==> src/rtl/hgap_pkg.sv <==
// Shared types and constants for the HDLC flag gap inserter.
package hgap_pkg;
    // Sequencer phases: waiting for a frame, frame running, sending the gap.
    typedef enum logic [1:0] {
        ST_READY = 2'd0,
        ST_FRAME = 2'd1,
        ST_GAP   = 2'd2
    } gap_state_t;

    localparam logic [7:0] FLAG_BYTE = 8'h7E;
endpackage

==> src/rtl/hgap_len_calc.sv <==
// Gap length decoder.
// Turns the static configuration into the number of flags for one gap.
// Assumes CNT_W >= FIELD_W + SCALE_SH + 1, so that a zero field in
// scaled mode (2**(FIELD_W+SCALE_SH)) fits.
module hgap_len_calc #(
    parameter int FIELD_W  = 8,
    parameter int SCALE_SH = 8,
    parameter int CNT_W    = FIELD_W + SCALE_SH + 1
) (
    input  logic [FIELD_W-1:0] field,
    input  logic               abs_en,
    input  logic               scale,
    output logic [CNT_W-1:0]   gap_len
);
    localparam int WRAP_POS = FIELD_W + SCALE_SH;

    // Pick the gap length for the current configuration.
    always_comb begin
        if (!abs_en) begin
            gap_len = CNT_W'(1);
        end else if (scale) begin
            if (field == '0) gap_len = CNT_W'(1) << WRAP_POS;
            else             gap_len = CNT_W'(field) << SCALE_SH;
        end else begin
            gap_len = CNT_W'(field);
        end
    end
endmodule

==> src/rtl/hgap_counter.sv <==
// Remaining-flag counter.
// Loads the latched gap length and counts down by one for each accepted
// flag. Assumes load and dec are never high together.
module hgap_counter #(
    parameter int CNT_W = 17
) (
    input  logic             clk,
    input  logic             rst_n,
    input  logic             load,
    input  logic [CNT_W-1:0] load_val,
    input  logic             dec,
    output logic [CNT_W-1:0] remain,
    output logic             last
);
    localparam logic [CNT_W-1:0] ONE = CNT_W'(1);

    // Hold, reload or decrement the remaining count.
    always_ff @(posedge clk) begin
        if (!rst_n)             remain <= '0;
        else if (load)          remain <= load_val;
        else if (dec && remain != '0) remain <= remain - ONE;
    end

    // Flag the final flag of the gap.
    always_comb last = (remain == ONE);

    a_r9_load_takes: assert property (@(posedge clk) disable iff (!rst_n)
        load |=> remain == $past(load_val));
    a_r7_dec_one: assert property (@(posedge clk) disable iff (!rst_n)
        (dec && !load && remain != '0) |=> remain == $past(remain) - ONE);
endmodule

==> src/rtl/hdlc_gap_inserter.sv <==
// HDLC inter-frame flag gap inserter.
// Sends a configurable number of 0x7E flags after each frame end, and keeps
// sending idle flags while no frame waits. Grants the next frame only once
// the whole gap has been accepted downstream. Assumes the frame source
// owns the byte path between tx_grant and frm_end, and that the
// configuration inputs are quasi-static (they are latched at frame end).
module hdlc_gap_inserter
    import hgap_pkg::*;
#(
    parameter int FIELD_W  = 8,
    parameter int SCALE_SH = 8
) (
    input  logic               clk,
    input  logic               rst_n,
    input  logic [FIELD_W-1:0] cfg_gap,
    input  logic               cfg_abs_en,
    input  logic               cfg_scale,
    input  logic               frm_avail,
    input  logic               frm_end,
    output logic               tx_grant,
    output logic [7:0]         out_data,
    output logic               out_valid,
    input  logic               out_ready
);
    localparam int CNT_W = FIELD_W + SCALE_SH + 1;

    gap_state_t       state, state_nx;
    logic [CNT_W-1:0] gap_len;
    logic [CNT_W-1:0] remain;
    logic             last;
    logic             load;
    logic             dec;
    logic             pend;

    hgap_len_calc #(
        .FIELD_W (FIELD_W),
        .SCALE_SH(SCALE_SH),
        .CNT_W   (CNT_W)
    ) i_len (
        .field  (cfg_gap),
        .abs_en (cfg_abs_en),
        .scale  (cfg_scale),
        .gap_len(gap_len)
    );

    hgap_counter #(.CNT_W(CNT_W)) i_cnt (
        .clk     (clk),
        .rst_n   (rst_n),
        .load    (load),
        .load_val(gap_len),
        .dec     (dec),
        .remain  (remain),
        .last    (last)
    );

    // Output offer, grant and counter controls for the current phase.
    always_comb begin
        out_data  = FLAG_BYTE;
        out_valid = 1'b0;
        tx_grant  = 1'b0;
        load      = 1'b0;
        dec       = 1'b0;
        state_nx  = state;
        case (state)
            ST_READY: begin
                out_valid = !frm_avail || pend;
                tx_grant  = frm_avail && !pend;
                if (tx_grant) state_nx = ST_FRAME;
            end
            ST_FRAME: begin
                if (frm_end) begin
                    load     = 1'b1;
                    state_nx = (gap_len == '0) ? ST_READY : ST_GAP;
                end
            end
            ST_GAP: begin
                out_valid = 1'b1;
                dec       = out_ready;
                if (out_ready && last) state_nx = ST_READY;
            end
            default: state_nx = ST_READY;
        endcase
    end

    // Advance the phase register.
    always_ff @(posedge clk) begin
        if (!rst_n) state <= ST_READY;
        else        state <= state_nx;
    end

    // Remember an idle flag that was offered but not yet accepted.
    always_ff @(posedge clk) begin
        if (!rst_n) pend <= 1'b0;
        else        pend <= (state == ST_READY) && out_valid && !out_ready;
    end

    a_r10_valid_hold: assert property (@(posedge clk) disable iff (!rst_n)
        (out_valid && !out_ready) |=> out_valid);
    a_r11_grant_needs_avail: assert property (@(posedge clk) disable iff (!rst_n)
        tx_grant |-> frm_avail);
    a_r11_grant_single: assert property (@(posedge clk) disable iff (!rst_n)
        tx_grant |=> !tx_grant);
    a_r7_no_grant_mid_gap: assert property (@(posedge clk) disable iff (!rst_n)
        (remain != '0) |-> !tx_grant);
    a_r6_quiet_in_frame: assert property (@(posedge clk) disable iff (!rst_n)
        tx_grant |=> !out_valid);
endmodule

==> config.mk <==
export PLATFORM = sky130hd
export DESIGN_NAME = hdlc_gap_inserter
export DESIGN_NICKNAME = d
export VERILOG_FILES = /design/src/rtl/hgap_pkg.sv /design/src/rtl/hgap_len_calc.sv /design/src/rtl/hgap_counter.sv /design/src/rtl/hdlc_gap_inserter.sv
export SDC_FILE = /design/constraint.sdc
export NUM_CORES = 1
export LEC_CHECK = 0
export BUFFER_PORTS_ARGS = -buffer_cell sky130_fd_sc_hd__clkbuf_2
export CORE_UTILIZATION = 55
export CTS_CLUSTER_DIAMETER = 150
export DETAILED_ROUTE_END_ITERATION = 8
export PLACE_DENSITY = 0.89
export SYNTH_ARGS = -nofsm -noshare
export SYNTH_HDL_FRONTEND = slang
export SYNTH_SLANG_ARGS = --single-unit
==> constraint.sdc <==
create_clock -name clk -period 2.57 [get_ports clk]
set_input_delay 0.514 -clock clk [delete_from_list [all_inputs] [get_ports clk]]
set_output_delay 0.514 -clock clk [all_outputs]
set_load 0.02 [all_outputs]
==> flow_summary.ini, run 1 <==
[placement]
numPortBuffers = 16
dp_slack_ns = 0.454
area_after_detailed_placement_sq_um = 1420
placer_congestion = 0.995
hpwl_mm = 2.70

[power_and_ir_drop]
switching_power_of_the_nets_uw = 318
switching_fraction_of_total_power_pct = 37.5
seq_power_share_pct = 42.8
combinationalPowerShare_pct = 35.1
cellInternalPower_uw = 529
ratio_of_total_power_to_cell_area_nw_per_um2 = 580
share_clk_of_total_power_pct = 22.1
irDropWorstVdd_uv = 345
static-leakage-power_nw = 0.581

[critical_path]
timing.critical_path.fanout_max = 8
timing.reg2reg.setup_slack_ns = 0.35
crit_path_max_incr_delay_ns = 0.52
bufs_and_invs_on_worst_path = 1
worst_ep_required_time_ns = 2.80
critical_path.top_delay_family = compound AO/OA/AOI/OAI gates
critical_path_start_end_classification = register to register
count_of_cells_along_the_worst_register_to_register_path = 7
crit_chain = inv_1 > ha_1 > nor4b_1 > and4_1 > o21ai_1 > a221oi_1 > a311oi_1
critical_path_cell_with_the_highest_stage_delay = sky130_fd_sc_hd__o21ai_1
crit-reg2reg-capture = i_cnt.remain[14]
worst_reg2reg_path_startpoint = i_cnt.remain[0]
critical_path.endpoint_type = register
worstSetupStartpointType = register
worst_path_arrival_time_ns = 2.45

[cts]
ctsHtreeMaxLevel = 1
clk_pin_slew_ns = 0.12
cts.sinks = 20
hold_buffers = 0
cts_buffer_depth = 2
post_cts_setup_buffers = 0
number_of_gates_given_a_new_drive_strength_after_cts = 0
cts_tree = built
clk-insertion-delay-late_ns = 0.31
numCtsBuffers = 3
cts_root_buf = sky130_fd_sc_hd__clkbuf_4

[logic_synthesis]
synthArstFlopShare_pct = 0
number_of_flops_mapped_to_enable_cells_by_yosys = 0
area_fraction_of_the_dominant_cell_type_after_synthesis_pct = 29.7
synth_largest_area_cell = sky130_fd_sc_hd__dfxtp_1
post_synthesis_instance_area_sq_um = 1350
post_syn_instances = 174
synth_top_cells_by_area = sky130_fd_sc_hd__dfxtp_1 (30%), sky130_fd_sc_hd__a21oi_1 (4.8%), sky130_fd_sc_hd__buf_4 (4.4%)
ys_ff_latch = 20
yosys_most_used_dff = sky130_fd_sc_hd__dfxtp_1
avgSynthCellArea_sq_um = 7.76
synth_sequential_area_ratio_pct = 29.7
ys_types = 47
synth-warning-count = 0

[floorplan]
initial_utilization_pct = 59.9
core_area_sq_um = 2250
die_width_microns = 51.5
rows = 17
chipHeight_microns = 51.5
die_area_sq_um = 2660
design.portCount = 25

[layout]
layout-area-overhead-vs-synth_pct = 8.16
diodes = 0
fillerInstances = 214
mostFrequentLayoutCells = sky130_fd_sc_hd__dfxtp_1 (20), sky130_fd_sc_hd__nor2_1 (16), sky130_fd_sc_hd__clkbuf_2 (16), sky130_fd_sc_hd__a21oi_1 (13), sky130_fd_sc_hd__nor3_1 (11)
area.sequential_sq_um = 400
final_area_sq_um = 1460
final_layout_size_suffix_gt1_share_pct = 15.5
multiInputGateArea_sq_um = 860
commonest_non_fill_non_tap_cell_in_the_layout = sky130_fd_sc_hd__dfxtp_1
finish.net_count = 205
post_route_utilization_pct = 64.8

[timing]
timing_hold_violations_final = 0
relSlewSlack_pct = 54.2
report.final.setup_viol = 0
report.final.slew_viol_count = 0
final.min_clock_period_ns = 2.22
fin_ws_ns = 0.354
max_clock_freq_mhz = 451
worst_slew_pin_slew_ns = 0.685
post-route-period-util_pct = 86.2
grt_setup_unrepaired = false
finClkSkew_ns = 0.00784
setup-tns-final_ns = 0

[status]
run_status = finished clean

[routing]
drt_iter0_markers = 92
remaining_drc_errors = 0
detail-route-antenna-nets = 0
vias = 1521
drt-pass1-iter-count = 5
routed_wire_length_per_instance_microns = 17.5
routed_wl_mm = 3.77
via_per_inst = 7.07

[grt]
grt_antenna_before_repair = 0
globalRouteTotalUtil_pct = 30.3
grt-ovfl-total = 0
grt_first_pass_wirelength_mm = 6.04
number_of_global_route_vias_before_repair = 1317
grt_max_degree = 18

[worst_hold_path]
worst_hold_path.endpoint = pend
min-delay-path-class = input port to register
number_of_cells_traversed_by_the_worst_hold_path = 2
hold_crit_start = out_ready

[run]
max-cap-violations = 0
synthesized netlist by cell type (all sizes together), types with 2 or more instances:
cell type,instances
a2111oi,2
a211oi,7
a21oi,13
a311o,2
a311oi,2
a31oi,5
and3,8
buf,10
clkbuf,7
conb,2
dfxtp,20
ha,2
inv,4
nand2,8
nand2b,2
nand3,5
nand3b,2
nand4,4
nor2,16
nor3,11
nor4,9
nor4b,3
o21ai,5
or4,4
xnor2,2
xor2,2
sequential cells by signal, indices dropped and copies added, names as in the netlist:
name          cells
i_cnt.remain     17
pend              1
state             2
how the worst max path moves through the flow:
stage                           from          endpoint  cells after the start
floorplan            i_cnt.remain[0]   i_cnt.remain[8]                      7
global placement           out_ready  i_cnt.remain[11]                      6
detailed placement  i_cnt.remain[12]  i_cnt.remain[14]                      5
CTS                  i_cnt.remain[0]  i_cnt.remain[14]                      7
global route         i_cnt.remain[0]  i_cnt.remain[14]                      7
finish               i_cnt.remain[0]  i_cnt.remain[14]                      7
cell type report:
| cell class | count | area share, % |
|---|---|---|
| clock buffers | 4 | 2.49 |
| inverters | 5 | 1.29 |
| multi-input cells | 138 | 58.9 |
| flip-flops and latches | 20 | 27.4 |
| well taps | 28 | 2.40 |
| repair buffers | 20 | 7.54 |
per-layer routing:
metal / wire, microns / track usage (%)
met1: 1520 / 38.2
met2: 1750 / 50.9
met3: 355 / 4.09
met4: 142 / 13.5
met5: 0 / 0
power by group through the flow:
stage	combinational (mW)	clock, mW	sequential (mW)
floorplan	0.211	0	0.359
global placement	0.272	0	0.365
detailed placement	0.280	0	0.367
CTS	0.286	0.185	0.360
global route	0.321	0.200	0.365
finish	0.297	0.187	0.362
through the flow:
step                      hold WS, ns  instances  power [mW]
after floorplan                 0.467        180       0.570
after global placement          0.488        211       0.637
after detailed placement        0.496        211       0.647
after CTS                       0.409        215       0.831
after global routing            0.420        215       0.886
final                           0.399        215       0.846
cell families (layout without fill, tap and decap cells):
logic type                 after synthesis  count (layout)  share of synthesized area (%)
and+or+nand+nor                         78              78                           32.5
AOI/OAI and AO/OA                       44              44                           22.9
buffers and inverters                   22              29                           8.34
DFF                                     20              20                           29.7
xor gates and xnor gates                 4               4                           2.60
adders and majority gates                2               2                           1.85
other                                    2               8                          0.556
muxes                                    2               2                           1.58
Power figures use the tool's default switching activity.
==> inputs of run 2 (changes only) <==
--- a/config.mk
+++ b/config.mk
@@ -6,6 +6,7 @@
 export NUM_CORES = 1
 export LEC_CHECK = 0
 export BUFFER_PORTS_ARGS = -buffer_cell sky130_fd_sc_hd__clkbuf_2
+export CORE_ASPECT_RATIO = 0.7
 export CORE_UTILIZATION = 55
 export CTS_CLUSTER_DIAMETER = 150
 export DETAILED_ROUTE_END_ITERATION = 8
==> flow_summary.ini, run 2 (synthesis gave the netlist of run 1 again) <==
[status]
run_status = finished clean

[layout]
largest_register_ffs = 17
commonest_non_fill_non_tap_cell_in_the_layout = sky130_fd_sc_hd__dfxtp_1
layout-area-overhead-vs-synth_pct = 9.08
largest_registers = i_cnt.remain: 17 flops, state: 2 flops, pend: 1 flops
mostFrequentLayoutCells = sky130_fd_sc_hd__dfxtp_1 (20), sky130_fd_sc_hd__nor2_1 (16), sky130_fd_sc_hd__clkbuf_2 (16), sky130_fd_sc_hd__a21oi_1 (13), sky130_fd_sc_hd__nor3_1 (11)
final_layout_size_suffix_gt1_share_pct = 16.0
multiInputGateArea_sq_um = 860
diodes = 0
finish.net_count = 206
area.sequential_sq_um = 400
fillerInstances = 197
top_register = i_cnt.remain

[timing]
report.final.slew_viol_count = 0
timing_hold_violations_final = 0
fin_ws_ns = 0.287
relSlewSlack_pct = 56.7
finClkSkew_ns = 0.00950
final.min_clock_period_ns = 2.28
max_clock_freq_mhz = 438
report.final.setup_viol = 0
setup-tns-final_ns = 0
worst_slew_pin_slew_ns = 0.645
post-route-period-util_pct = 88.8
grt_setup_unrepaired = false

[floorplan]
initial_utilization_pct = 60.7
rows = 14
die_width_microns = 61.2
chipHeight_microns = 43.5
core_area_sq_um = 2220
design.portCount = 25
die_area_sq_um = 2660

[placement]
hpwl_mm = 2.82
dp_slack_ns = 0.407
numPortBuffers = 16
placer_congestion = 0.967

[power_and_ir_drop]
irDropWorstVdd_uv = 324
ratio_of_total_power_to_cell_area_nw_per_um2 = 581
static-leakage-power_nw = 0.587

[critical_path]
count_of_cells_along_the_worst_register_to_register_path = 7
worst_ep_required_time_ns = 2.79
timing.critical_path.fanout_max = 8
crit_path_max_incr_delay_ns = 0.54
critical_path.endpoint_type = register
critical_path_cell_with_the_highest_stage_delay = sky130_fd_sc_hd__o21ai_1
worst_reg2reg_path_startpoint = i_cnt.remain[0]
timing.reg2reg.setup_slack_ns = 0.29
worst_path_arrival_time_ns = 2.50
critical_path_start_end_classification = register to register
worstSetupStartpointType = register
crit-reg2reg-capture = i_cnt.remain[14]
crit_chain = inv_1 > ha_1 > nor4b_1 > and4_1 > o21ai_1 > a221oi_1 > a311oi_1

[grt]
grt_first_pass_wirelength_mm = 6.51
grt-ovfl-total = 0
number_of_global_route_vias_before_repair = 1292
grt_antenna_before_repair = 0
grt_max_degree = 21
globalRouteTotalUtil_pct = 33.3

[routing]
routed_wire_length_per_instance_microns = 17.4
drt_iter0_markers = 140
remaining_drc_errors = 0
routed_wl_mm = 3.82
via_per_inst = 6.65
vias = 1464
drt-pass1-iter-count = 5
detail-route-antenna-nets = 0

[worst_hold_path]
number_of_cells_traversed_by_the_worst_hold_path = 2
min-delay-path-class = input port to register
worst_hold_path.endpoint = pend
hold_crit_start = out_ready

[cts]
number_of_gates_given_a_new_drive_strength_after_cts = 0
cts_tree = built
cts_root_buf = sky130_fd_sc_hd__clkbuf_4
cts.sinks = 20
ctsHtreeMaxLevel = 1
clk_pin_slew_ns = 0.11
hold_buffers = 0
clk-insertion-delay-late_ns = 0.31
post_cts_setup_buffers = 0
cts_buffer_depth = 2
numCtsBuffers = 3

[run]
max-cap-violations = 0
## run 2: critical path: cells and delay by family (launching register included)
family	cells	cell delay, ns
AOI/OAI and AO/OA	3	0.98
DFF	1	0.42
buffers and inverters	1	0.09
and+or+nand+nor	2	0.46
adders and majority gates	1	0.25
## run 2: cell type report
class                      count  share of cell area (%)
sequential                    20                    27.2
timing repair buffer          21                    7.99
tap                           32                    2.72
multi-input combinational    138                    58.4
clock buffer                   4                    2.46
inverter                       5                    1.27
## run 2: power by group
group          leakage [nW]  internal (mW)  switching, mW
logic                 0.403          0.111          0.190
clock network        0.0210         0.0866          0.106
registers             0.163          0.332         0.0301
total                 0.587          0.529          0.327
## run 2: stage by stage
stage / cell area [sq um] / hold slack [ns] / util, % / cells / power [mW]
final: 1470 / 0.417 / 66.2 / 220 / 0.856
after CTS: 1470 / 0.406 / 66.2 / 220 / 0.846
after global routing: 1470 / 0.417 / 66.2 / 220 / 0.899
after detailed placement: 1440 / 0.504 / 64.6 / 216 / 0.656
after global placement: 1440 / 0.487 / 64.6 / 216 / 0.649
after floorplan: 1370 / 0.467 / - / 180 / 0.570
## run 2: worst max-delay path by stage
stage | cells past startpoint | slack (ns) | endpoint | from
6_report | 7 | 0.29 | i_cnt.remain[14] | i_cnt.remain[0]
2_1_floorplan | 7 | 0.58 | i_cnt.remain[8] | i_cnt.remain[0]
3_3_place_gp | 6 | 0.45 | i_cnt.remain[11] | out_ready
4_1_cts | 7 | 0.36 | i_cnt.remain[14] | i_cnt.remain[0]
5_1_grt | 7 | 0.16 | i_cnt.remain[14] | i_cnt.remain[0]
3_5_place_dp | 7 | 0.41 | i_cnt.remain[14] | i_cnt.remain[0]
## run 2: metal layers
layer | track usage (%) | up-vias | part of all wire, %
met5 | 0 | - | 0
met3 | 7.76 | 9 | 11
met4 | 10.9 | 0 | 1.1
met1 | 51.1 | 670 | 44
met2 | 45.2 | 103 | 44
li1 | - | 682 | -
==> inputs of run 3 (changes only) <==
--- a/config.mk
+++ b/config.mk
@@ -5,12 +5,13 @@
 export SDC_FILE = /design/constraint.sdc
 export NUM_CORES = 1
 export LEC_CHECK = 0
+export ABC_AREA = 1
 export BUFFER_PORTS_ARGS = -buffer_cell sky130_fd_sc_hd__clkbuf_2
 export CORE_ASPECT_RATIO = 0.7
-export CORE_UTILIZATION = 55
+export CORE_UTILIZATION = 57
 export CTS_CLUSTER_DIAMETER = 150
 export DETAILED_ROUTE_END_ITERATION = 8
-export PLACE_DENSITY = 0.89
+export PLACE_DENSITY = 0.9
 export SYNTH_ARGS = -nofsm -noshare
 export SYNTH_HDL_FRONTEND = slang
 export SYNTH_SLANG_ARGS = --single-unit
==> flow_summary.ini, run 3 <==
[status]
run_status = finished clean

[logic_synthesis]
post_syn_instances = 257
yosys_most_used_dff = sky130_fd_sc_hd__dfxtp_1
ys_ff_latch = 20
post_synthesis_instance_area_sq_um = 1620
synth_largest_area_cell = sky130_fd_sc_hd__dfxtp_1
synth_sequential_area_ratio_pct = 24.7
synthArstFlopShare_pct = 0
synth-warning-count = 0
ys_types = 32
avgSynthCellArea_sq_um = 6.30
area_fraction_of_the_dominant_cell_type_after_synthesis_pct = 24.7
yosys.cell_count.top_type = sky130_fd_sc_hd__nor2_1
synth_top_cells_by_area = sky130_fd_sc_hd__dfxtp_1 (25%), sky130_fd_sc_hd__nor2_1 (12%), sky130_fd_sc_hd__nand2_1 (9.5%)
number_of_flops_mapped_to_enable_cells_by_yosys = 0
synth.top_cells.by_count = sky130_fd_sc_hd__nor2_1 (53), sky130_fd_sc_hd__nand2_1 (41), sky130_fd_sc_hd__nand3_1 (29), sky130_fd_sc_hd__inv_1 (28), sky130_fd_sc_hd__dfxtp_1 (20)

[critical_path]
timing.critical_path.fanout_max = 19
critical_path.endpoint_type = register
worst_path_arrival_time_ns = 1.94
critical_path_start_end_classification = register to register
worst_ep_required_time_ns = 2.78
worstSetupStartpointType = register
timing.reg2reg.setup_slack_ns = 0.84

[routing]
via_per_inst = 5.61
drt-pass1-iter-count = 6
routed_wl_mm = 3.92
routed_wire_length_per_instance_microns = 12.9
remaining_drc_errors = 0
vias = 1712
drt_iter0_markers = 194
detail-route-antenna-nets = 0

[cts]
hold_buffers = 0
numCtsBuffers = 3
post_cts_setup_buffers = 0
cts_tree = built
cts_buffer_depth = 2
cts_root_buf = sky130_fd_sc_hd__clkbuf_8
number_of_gates_given_a_new_drive_strength_after_cts = 0
cts.sinks = 20
clk_pin_slew_ns = 0.09
ctsHtreeMaxLevel = 1
clk-insertion-delay-late_ns = 0.27

[run]
max-cap-violations = 0

[timing]
final.min_clock_period_ns = 1.73
post-route-period-util_pct = 67.4
report.final.slew_viol_count = 0
setup-tns-final_ns = 0
report.final.setup_viol = 0
finClkSkew_ns = 0.00764
max_clock_freq_mhz = 578
grt_setup_unrepaired = false
timing_hold_violations_final = 0

[floorplan]
chipHeight_microns = 46.6
core_area_sq_um = 2570
die_area_sq_um = 3060
initial_utilization_pct = 63.0
design.portCount = 25
rows = 15
die_width_microns = 65.7

[layout]
top_register = i_cnt.remain
largest_register_ffs = 17
mostFrequentLayoutCells = sky130_fd_sc_hd__nor2_1 (53), sky130_fd_sc_hd__nand2_1 (41), sky130_fd_sc_hd__nand3_1 (29), sky130_fd_sc_hd__inv_1 (28), sky130_fd_sc_hd__dfxtp_1 (20)
fillerInstances = 235
commonest_non_fill_non_tap_cell_in_the_layout = sky130_fd_sc_hd__nor2_1
finish.net_count = 289
largest_registers = i_cnt.remain: 17 flops, state: 2 flops, pend: 1 flops
layout-area-overhead-vs-synth_pct = 8.11
final_layout_size_suffix_gt1_share_pct = 15.9
diodes = 0

[power_and_ir_drop]
ratio_of_total_power_to_cell_area_nw_per_um2 = 692
static-leakage-power_nw = 0.841
switching_fraction_of_total_power_pct = 40.1
switching_power_of_the_nets_uw = 486
share_clk_of_total_power_pct = 27.0
combinationalPowerShare_pct = 41.8
report.power.total_mw = 1.21
irDropWorstVdd_uv = 366
seq_power_share_pct = 31.2
cellInternalPower_uw = 725

[placement]
numPortBuffers = 16
hpwl_mm = 2.98
placer_congestion = 0.889

[grt]
number_of_global_route_vias_before_repair = 1469
grt_first_pass_wirelength_mm = 6.62
grt_max_degree = 22
grt-ovfl-total = 0
globalRouteTotalUtil_pct = 29.3
grt_antenna_before_repair = 0

[worst_hold_path]
min-delay-path-class = input port to register
==> run 3: cell count changes after synthesis, moves of 9 or more <==
cell / delta
sky130_fd_sc_hd__nor4_1: -9
sky130_fd_sc_hd__nand2_1: +33
sky130_fd_sc_hd__nand3_1: +24
sky130_fd_sc_hd__inv_1: +24
sky130_fd_sc_hd__nor2_1: +37
sky130_fd_sc_hd__o21ai_0: +10
==> run 3: cell type report <==
cell class	count	area, sq um	share of cell area, %
tap	34	42.5	2.43
clock inverter	1	30.0	1.71
sequential	20	400	22.9
multi-input combinational	200	1040	59.2
clock buffer	3	41.3	2.36
inverter	30	113	6.43
timing repair buffer	17	87.6	5.00
==> run 3: kinds of logic after synthesis <==
logic type / after synthesis / share of synthesized area (%)
compound gates: 41 / 14.4
fa+ha+maj: 2 / 1.54
flops: 20 / 24.7
xor+xnor: 6 / 3.24
buf+inv: 43 / 12.7
other cells: 2 / 0.463
simple gates: 143 / 42.9
==> run 3: worst paths after layout <==
check / startpoint / end / depth (start not counted)
hold / removal: out_ready / pend / 2
hold reg to reg: state[1] / state[0] / 1
setup reg to reg: i_cnt.remain[0] / i_cnt.remain[15] / 10
setup / recovery: i_cnt.remain[0] / i_cnt.remain[15] / 10
==> run 3: power by group through the flow <==
stage | logic [mW] | clock network, mW | registers (mW)
6_report | 0.506 | 0.327 | 0.378
4_1_cts | 0.499 | 0.329 | 0.377
2_1_floorplan | 0.414 | 0 | 0.376
5_1_grt | 0.563 | 0.344 | 0.383
3_5_place_dp | 0.494 | 0 | 0.385
3_3_place_gp | 0.484 | 0 | 0.383
==> run 3: per-layer routing <==
metal / GRT usage, % / vias up / wire (microns)
met5: 0 / - / 0
met4: 6.09 / 0 / 56
met3: 6.19 / 12 / 443
met2: 46.1 / 95 / 1640
met1: 41.1 / 768 / 1790
li1: - / 837 / -
==> run 3: worst max-delay path, stage by stage (launching register included) <==
cell	delay, ns
sky130_fd_sc_hd__dfxtp_1	0.33
sky130_fd_sc_hd__inv_1	0.12
sky130_fd_sc_hd__ha_1	0.24
sky130_fd_sc_hd__nand2_2	0.14
sky130_fd_sc_hd__nor2_8	0.18
sky130_fd_sc_hd__nand2_4	0.10
sky130_fd_sc_hd__nand2_8	0.11
sky130_fd_sc_hd__nand2_8	0.12
sky130_fd_sc_hd__inv_2	0.12
sky130_fd_sc_hd__nand2_1	0.06
sky130_fd_sc_hd__a21oi_1	0.13
==> run 3: metrics by stage <==
step	cells	util (%)	hold slack [ns]	cell area, sq um	setup WS [ns]
finish	305	68.1	0.431	1750	0.839
global route	305	68.1	0.441	1750	0.727
CTS	305	68.1	0.433	1750	0.859
detailed placement	301	65.4	0.460	1680	0.883
global placement	301	65.4	0.463	1680	0.921
floorplan	263	-	0.429	1640	1.01
